File: config.mk
export PLATFORM = sky130hd
export DESIGN_NAME = hsm_ctrl
export DESIGN_NICKNAME = d
export VERILOG_FILES = /design/src/rtl/hsm_pkg.sv /design/src/rtl/hsm_ctrl_dp.sv /design/src/rtl/hsm_ctrl_fsm.sv /design/src/rtl/hsm_ctrl.sv
export SDC_FILE = /design/constraint.sdc
export NUM_CORES = 1
export LEC_CHECK = 0
export ABC_AREA = 1
export BUFFER_PORTS_ARGS = -buffer_cell sky130_fd_sc_hd__buf_4
export CAP_MARGIN = 20
export CORE_UTILIZATION = 45
export DETAILED_ROUTE_END_ITERATION = 12
export PLACE_DENSITY = 0.73
export SYNTH_ARGS = -nofsm -noshare
export SYNTH_HDL_FRONTEND = slang
export SYNTH_SLANG_ARGS = --single-unit
File: constraint.sdc
create_clock -name clk -period 1.8 [get_ports clk]
set_clock_uncertainty 0.15 [all_clocks]
set_input_delay 0.36 -clock clk [delete_from_list [all_inputs] [get_ports clk]]
set_output_delay 0.36 -clock clk [all_outputs]
set_load 0.1 [all_outputs]
File: src/rtl/hsm_pkg.sv
package hsm_pkg;
  localparam int NUM_SUB = 5;

  typedef enum logic [2:0] {
    SUB_A = 3'd0,
    SUB_B = 3'd1,
    SUB_C = 3'd2,
    SUB_D = 3'd3,
    SUB_E = 3'd4
  } subId_t;

  // strobes from control to datapath
  typedef struct packed {
    logic   cntClr;
    logic   cntInc;
    logic   histSave;
    subId_t histSub;
    logic   loadA;
    logic   swapAB;
  } ctrlStrobe_t;

  // status from datapath to control
  typedef struct packed {
    logic   histValid;
    subId_t histSub;
    logic   cntDone;
  } dpStatus_t;
endpackage

File: src/rtl/hsm_ctrl_dp.sv
module hsm_ctrl_dp import hsm_pkg::*; #(
  parameter int TIMEOUT_MS = 20,
  parameter int DATA_W     = 8
) (
  input  logic              clk,
  input  logic              rst,
  input  ctrlStrobe_t       strobe,
  input  logic [DATA_W-1:0] dataIn,
  output dpStatus_t         status,
  output logic [DATA_W-1:0] valA,
  output logic [DATA_W-1:0] valB
);
  localparam int CNT_W = $clog2(TIMEOUT_MS + 1);

  subId_t            histQ;
  logic              histValidQ;
  logic [CNT_W-1:0]  cntQ;
  logic [DATA_W-1:0] valAQ, valBQ;

  always_ff @(posedge clk) begin
    if (rst) begin
      histQ      <= SUB_A;
      histValidQ <= 1'b0;
    end else if (strobe.histSave) begin
      histQ      <= strobe.histSub;
      histValidQ <= 1'b1;
    end
  end

  always_ff @(posedge clk) begin
    if (rst || strobe.cntClr) cntQ <= '0;
    else if (strobe.cntInc)   cntQ <= cntQ + 1'b1;
  end

  // both registers take values computed from pre-step contents
  always_ff @(posedge clk) begin
    if (rst) begin
      valAQ <= '0;
      valBQ <= '0;
    end else begin
      if (strobe.loadA)       valAQ <= dataIn;
      else if (strobe.swapAB) valAQ <= valBQ;
      if (strobe.swapAB)      valBQ <= valAQ;
    end
  end

  assign status.histValid = histValidQ;
  assign status.histSub   = histQ;
  assign status.cntDone   = (cntQ == CNT_W'(TIMEOUT_MS - 1));
  assign valA = valAQ;
  assign valB = valBQ;
endmodule

File: src/rtl/hsm_ctrl_fsm.sv
module hsm_ctrl_fsm import hsm_pkg::*; (
  input  logic        clk,
  input  logic        rst,
  input  logic        evEnter,
  input  logic        evHist,
  input  logic        evExit,
  input  logic        evNext,
  input  logic        evWatch,
  input  logic        evFlip,
  input  logic        evLoad,
  input  logic        evSwap,
  input  logic        msTick,
  input  dpStatus_t   status,
  output ctrlStrobe_t strobe,
  output logic        inSuper,
  output subId_t      curSub,
  output logic        regY,
  output logic        toutEv
);
  logic   inQ, regQ, toutQ;
  subId_t subQ;
  logic   inN, regN, toutN, histSaveN;
  subId_t subN;
  logic   wasB, isB;

  // phase 1+2: compute everything from old values
  always_comb begin
    inN       = inQ;
    subN      = subQ;
    regN      = regQ;
    toutN     = 1'b0;
    histSaveN = 1'b0;
    if (!inQ) begin
      if (evEnter) begin
        inN  = 1'b1;
        subN = SUB_A;
        regN = 1'b0;
      end else if (evHist) begin
        inN  = 1'b1;
        subN = status.histValid ? status.histSub : SUB_A;
        regN = 1'b0;
      end
    end else if (evExit) begin
      inN       = 1'b0;
      subN      = SUB_A;
      regN      = 1'b0;
      histSaveN = 1'b1;
    end else begin
      if (evFlip) regN = ~regQ;
      if (subQ == SUB_B && evWatch) begin
        subN = SUB_D;
      end else if (subQ == SUB_B && msTick && status.cntDone) begin
        subN  = SUB_E;
        toutN = 1'b1;
      end else if (evNext) begin
        subN = (subQ == SUB_E) ? SUB_A : subId_t'(subQ + 3'd1);
      end
    end
  end

  assign wasB = inQ && (subQ == SUB_B);
  assign isB  = inN && (subN == SUB_B);

  always_comb begin
    strobe.cntClr   = !isB || !wasB;
    strobe.cntInc   = isB && wasB && msTick;
    strobe.histSave = histSaveN;
    strobe.histSub  = subQ;
    strobe.loadA    = evLoad;
    strobe.swapAB   = evSwap;
  end

  // phase 3: commit
  always_ff @(posedge clk) begin
    if (rst) begin
      inQ   <= 1'b0;
      subQ  <= SUB_A;
      regQ  <= 1'b0;
      toutQ <= 1'b0;
    end else begin
      inQ   <= inN;
      subQ  <= subN;
      regQ  <= regN;
      toutQ <= toutN;
    end
  end

  assign inSuper = inQ;
  assign curSub  = subQ;
  assign regY    = regQ;
  assign toutEv  = toutQ;
endmodule

File: src/rtl/hsm_ctrl.sv
module hsm_ctrl import hsm_pkg::*; #(
  parameter int TIMEOUT_MS = 20,
  parameter int DATA_W     = 8
) (
  input  logic              clk,
  input  logic              rst,
  input  logic              evEnter,
  input  logic              evHist,
  input  logic              evExit,
  input  logic              evNext,
  input  logic              evWatch,
  input  logic              evFlip,
  input  logic              evLoad,
  input  logic              evSwap,
  input  logic              msTick,
  input  logic [DATA_W-1:0] dataIn,
  output logic [4:0]        subActive,
  output logic [1:0]        regionB,
  output logic              inSuper,
  output logic              toutEv,
  output logic [DATA_W-1:0] valA,
  output logic [DATA_W-1:0] valB
);
  ctrlStrobe_t strobe;
  dpStatus_t   status;
  subId_t      curSub;
  logic        regY;

  hsm_ctrl_fsm ctrl_i (
    .clk(clk), .rst(rst),
    .evEnter(evEnter), .evHist(evHist), .evExit(evExit), .evNext(evNext),
    .evWatch(evWatch), .evFlip(evFlip), .evLoad(evLoad), .evSwap(evSwap),
    .msTick(msTick), .status(status), .strobe(strobe),
    .inSuper(inSuper), .curSub(curSub), .regY(regY), .toutEv(toutEv)
  );

  hsm_ctrl_dp #(.TIMEOUT_MS(TIMEOUT_MS), .DATA_W(DATA_W)) dp_i (
    .clk(clk), .rst(rst), .strobe(strobe), .dataIn(dataIn),
    .status(status), .valA(valA), .valB(valB)
  );

  for (genvar i = 0; i < NUM_SUB; i++) begin : g_sub
    assign subActive[i] = inSuper && (curSub == subId_t'(i));
  end

  assign regionB = inSuper ? (regY ? 2'b10 : 2'b01) : 2'b00;
endmodule

[Word-level counts from Yosys, hierarchy flattened]
Index checks and enable logic that the tools add are counted.
Word-level totals
  bits in registers: 31
  input port bits: 19
  word-level logic and storage cells: 65
Cells by class
  $add $sub $neg: 2
  equal/unequal tests: 7
  muxes and demuxes: 25
  bitwise logic cells: 2
  reduce and logical (&&, ||, !) cells: 20
Operators by type and width (count)
  3-bit 2-to-1 mux: 9
  8-bit 2-to-1 mux: 2
  1-bit 2-to-1 mux: 12
  1-bit logical AND: 11
  3-bit by 1-bit equality test with 1-bit output, second input constant: 2
  3-bit by 2-bit equality test with 1-bit output, second input constant: 2
  5-bit by 1-bit adder with 5-bit output, second input constant: 1
  5-bit equality test, second input constant: 1
  2-bit 2-to-1 mux: 2
  4-bit OR reduction: 1
  3-bit by 1-bit adder with 3-bit output, second input constant: 1
  3-bit equality test, second input constant: 1
  3-bit logical NOT: 1
  3-bit inequality test, second input constant: 1
  3-bit nonzero test: 1
  1-bit logical NOT: 2
  1-bit logical OR: 2
  1-bit NOT: 2
  2-bit AND reduction: 1
  2-bit nonzero test: 1

[Depth between registers and ports, before layout]
  depth in word-level cells: 12
  depth in mapped cells: 13
  depth with buffers taken out: 13

[Hierarchy]
Synthesis repeated with hierarchy kept, for this count alone.
Second synthesis, totals
  cells, all modules: 229
  area total of the unflattened synthesis: 1602.8 um^2
Modules (own cells, without submodules)
  hsm_ctrl_dp: instances 1, cells an instance 127, area an instance 982.2 um^2
  hsm_ctrl_fsm: instances 1, cells an instance 84, area an instance 550.5 um^2
  hsm_ctrl: instances 1, cells an instance 18, area an instance 70.1 um^2

[Worst setup path before layout]
OpenSTA, ideal clock, no wires.
  path type: register -> output
  from: reg ctrl_i.inQ, in the netlist ctrl_i.inSuper
  to: out subActive[0]
  data arrival time: 2.553 ns
  setup slack: -1.263 ns
  cell stages (with the launch flop): 4
  buffers on the path: 1
  cell sequence: dfxtp_1 -> buf_4 -> nand2_1 -> nor2_1
On the way
  cells in the longest elaborated chain, start to end: 1
RTL lines
  start: declaration: RTL line hsm_ctrl_fsm.sv:20  | logic inQ, regQ, toutQ;
  start signal: assignment: RTL line hsm_ctrl_fsm.sv:81  | inQ <= inN;
  1-bit logical AND: RTL line hsm_ctrl.sv:43  | assign subActive[i] = inSuper && (curSub == subId_t'(i));
  end: declaration: RTL line hsm_ctrl.sv:17  | output logic [4:0] subActive,
No other way between the ends.

[Worst setup path in the final report]
  from: reg ctrl_i.subQ[0], in the netlist ctrl_i.curSub[0]
  to: out subActive[4]
On the way
  cells in the longest elaborated chain, start to end: 2
RTL lines
  start: declaration: RTL line hsm_ctrl_fsm.sv:21  | subId_t subQ;
  start signal: assignment: RTL line hsm_ctrl_fsm.sv:82  | subQ <= subN;
  3-bit equality test: RTL line hsm_ctrl.sv:43
  1-bit logical AND: RTL line hsm_ctrl.sv:43
No other way between the ends.

==> impl_metrics.ini <==
[setup_path]
worst-path-buf-inv = 3
worstSetupEndpointType = output port
cpPeakStageDelay_ns = 0.38
start_kind = register
crit_family = flip-flops
reg2reg_depth = 11
cp.arrival_ns = 1.40
worstPathRequired_ns = 1.29
critPathMaxFanout = 4
reg2reg_to = dp_i.cntQ[1]
cp_slowest_cell = dfxtp_4
reg2reg_slack_ns = -0.11
timing.rr.start = ctrl_i.curSub[0]
crit_type = reg -> out
crit_chain = inv_4 > ha_4 > nand2_4 > buf_6 > nor2_4 > buf_12

[global_route]
grt_max_degree = 17
grt_pass1_vias = 1504
grt-ovfl-total = 0
grt_pass1_wl_mm = 6.83
antenna_found_initial = 0
track_usage = 0.254

[synthesis]
yosys-top-cells-area = dfxtp_1 39%, nor2_1 9.0%, nand2_1 7.8%
synth_top_area_frac = 0.392
ys_types = 29
ys_seq_area_frac = 0.392
synth.avg_cell_area_um2 = 7.25
synthCells = 218
synth-seq-cells = 31
syn_nets = 243
synth_area_um2 = 1580
synth.largest_area_cell = dfxtp_1
yosys_warnings = 0

[power_and_ir_drop]
ir_drop_v = 0.000517
leakage_nw = 1.07
power.density_nw_per_um2 = 768

[min_path]
hp-start = rst
hold_class = in -> reg
holdPathEnd = ctrl_i.curSub[2]
hold_depth = 2

[timing]
fin_ws_ns = -0.115
period_needed_ns = 1.91
maxSlewHeadroom = 0.752
fin_hold_ws_ns = 0.0990
setup_viol = 10
min_period_over_period = 1.06
rsz0062_at_grt = true
slew_viol_final = 0
hold_viol_final = 0
tightest_slew_ns = 0.372
fmax_ghz = 0.522

[cts]
postCtsHoldBufs = 0
cts_made_buffers = 5
cts_max_level = 2
cts.clk_slew.worst_paths_ns = 0.11
cts_tree = built
clockRootBuffer = clkbuf_4
numClockSinks = 31
clkLatencyLatePin_ns = 0.34
clk_path_buf_depth = 2

[routing]
drc = 0
ant_nets = 0
vias = 1672
drt_pass1_iterations = 4
drt_iter0_drc = 84
wl_per_cell_um = 13.6
vias_per_cell = 5.16
wirelength_mm = 4.40

[die]
initial_core_util = 0.470
die_y_um = 61.3
core_um2 = 3360
dieArea_um2 = 3760
ios = 44
die_w_um = 61.3
rows = 21

[final_layout]
drive_above_1_share = 0.424
diodes = 0
regArea_um2 = 633
fill_cells = 281
nNetsFinal = 302
syn2layout_area_growth_pct = 51.8
final_cell_area_um2 = 2400
multi_input_area_um2 = 952

[placed_design]
port_buffers = 43
place_area_um2 = 2050
hpwl_mm = 2.76
place_congestion = 0.847

[outcome]
status = finished with violations
violations = setup timing

[run]
cap_violations = 0
==> sequential cells by signal, summed over array words and instances (netlist names) <==
| register | flops |
|---|---|
| dp_i.histValidQ | 1 |
| ctrl_i.inSuper | 1 |
| dp_i.cntQ | 5 |
| dp_i.valB | 8 |
| ctrl_i.regY | 1 |
| ctrl_i.toutEv | 1 |
| dp_i.histQ | 3 |
| dp_i.valA | 8 |
| ctrl_i.curSub | 3 |
==> routing by layer <==
metal	up-vias	share of wire	GRT usage	wire (µm)
li1	826	-	-	-
met1	773	0.41	0.293	1780
met2	60	0.51	0.441	2250
met3	13	0.052	0.0546	229
met4	0	0.029	0.130	129
met5	-	0	0	0
==> layout by cell type (no fill, tap or decap), types with 6 or more instances in the layout <==
cell type and count:
nor2_1 31, buf_4 50, inv_1 17, a21oi_1 11, o21ai_0 18, buf_12 6
dfxtp_1 27, nor3_1 6, nand2_1 27, nand2_2 7, nor2_4 7
==> cell families (layout without fill, tap and decap cells) <==
kind of cell    Yosys count  count (layout)  synth area share
simple gates             98              98             0.283
compound gates           43              43             0.164
buf+inv                  37              97            0.0965
flops                    31              31             0.392
fa+ha+maj                 6               6            0.0475
xor+xnor                  3               3            0.0166
==> synthesized netlist by cell type, drive strengths merged <==
library cell,number
ha,6
o221ai,4
o311ai,1
a21oi,14
nand4,3
xnor2,1
xor2,2
nor3,7
o211ai,1
a221oi,3
clkbuf,6
dfxtp,31
inv,28
nand2,39
o22ai,1
nand3,7
a21boi,1
buf,3
nor2,42
o21ai,18
==> worst reg2reg max path: stages, from the launching register on <==
cell and delay, ns:
dfxtp_4 0.38, ha_4 0.17, ha_4 0.26, nor2_2 0.04, a21oi_2 0.13, nand2_2 0.07, a21oi_2 0.16, nand2_2 0.08
nor2_4 0.15, nand2_1 0.07, nor2_1 0.10, nor2_1 0.04
==> cell type report <==
| class | count | share of cell area |
|---|---|---|
| clock buffers | 7 | 0.0318 |
| well taps | 46 | 0.0240 |
| inverters | 28 | 0.0521 |
| multi-input cells | 150 | 0.397 |
| repair buffers | 61 | 0.230 |
| clock inverters | 1 | 0.00208 |
| flip-flops and latches | 31 | 0.264 |
==> power by group <==
| part | internal, mW | leakage, nW | switching [mW] | total [mW] |
|---|---|---|---|---|
| Sequential | 0.722 | 0.257 | 0.0378 | 0.760 |
| Combinational | 0.157 | 0.770 | 0.397 | 0.554 |
| Clock | 0.272 | 0.0464 | 0.257 | 0.529 |
| Total | 1.15 | 1.07 | 0.692 | 1.84 |
==> stage by stage <==
| step | utilization | power [mW] | std cells | worst slack [ns] | TNS [ns] |
|---|---|---|---|---|---|
| 3_5_place_dp | 0.608 | 1.28 | 307 | -0.0561 | -0.0665 |
| 4_1_cts | 0.696 | 1.83 | 321 | -0.102 | -0.333 |
| 3_3_place_gp | 0.608 | 1.27 | 307 | -0.00187 | -0.00187 |
| 2_1_floorplan | - | 1.15 | 218 | 0.0186 | 0 |
| 6_report | 0.714 | 1.84 | 324 | -0.115 | -0.637 |
| 5_1_grt | 0.714 | 1.93 | 324 | -0.244 | -1.52 |
==> timing repair <==
item,CTS,global route
pin swaps,6,13
setup buffers,6,3
hold endpoints to repair,0,0
endpoints found under the setup margin,10,12
resized for setup,44,12
==> how the worst max path moves through the flow <==
stage | start | cells past startpoint | endpoint
after global routing | ctrl_i.curSub[0] | 11 | dp_i.cntQ[1]
after floorplan | ctrl_i.inSuper | 3 | subActive[0]
after global placement | ctrl_i.curSub[0] | 11 | dp_i.cntQ[1]
after CTS | ctrl_i.curSub[0] | 6 | subActive[4]
final | ctrl_i.curSub[0] | 6 | subActive[4]
after detailed placement | ctrl_i.curSub[1] | 12 | dp_i.cntQ[1]
Note: power is estimated with default switching activity, not from simulation.
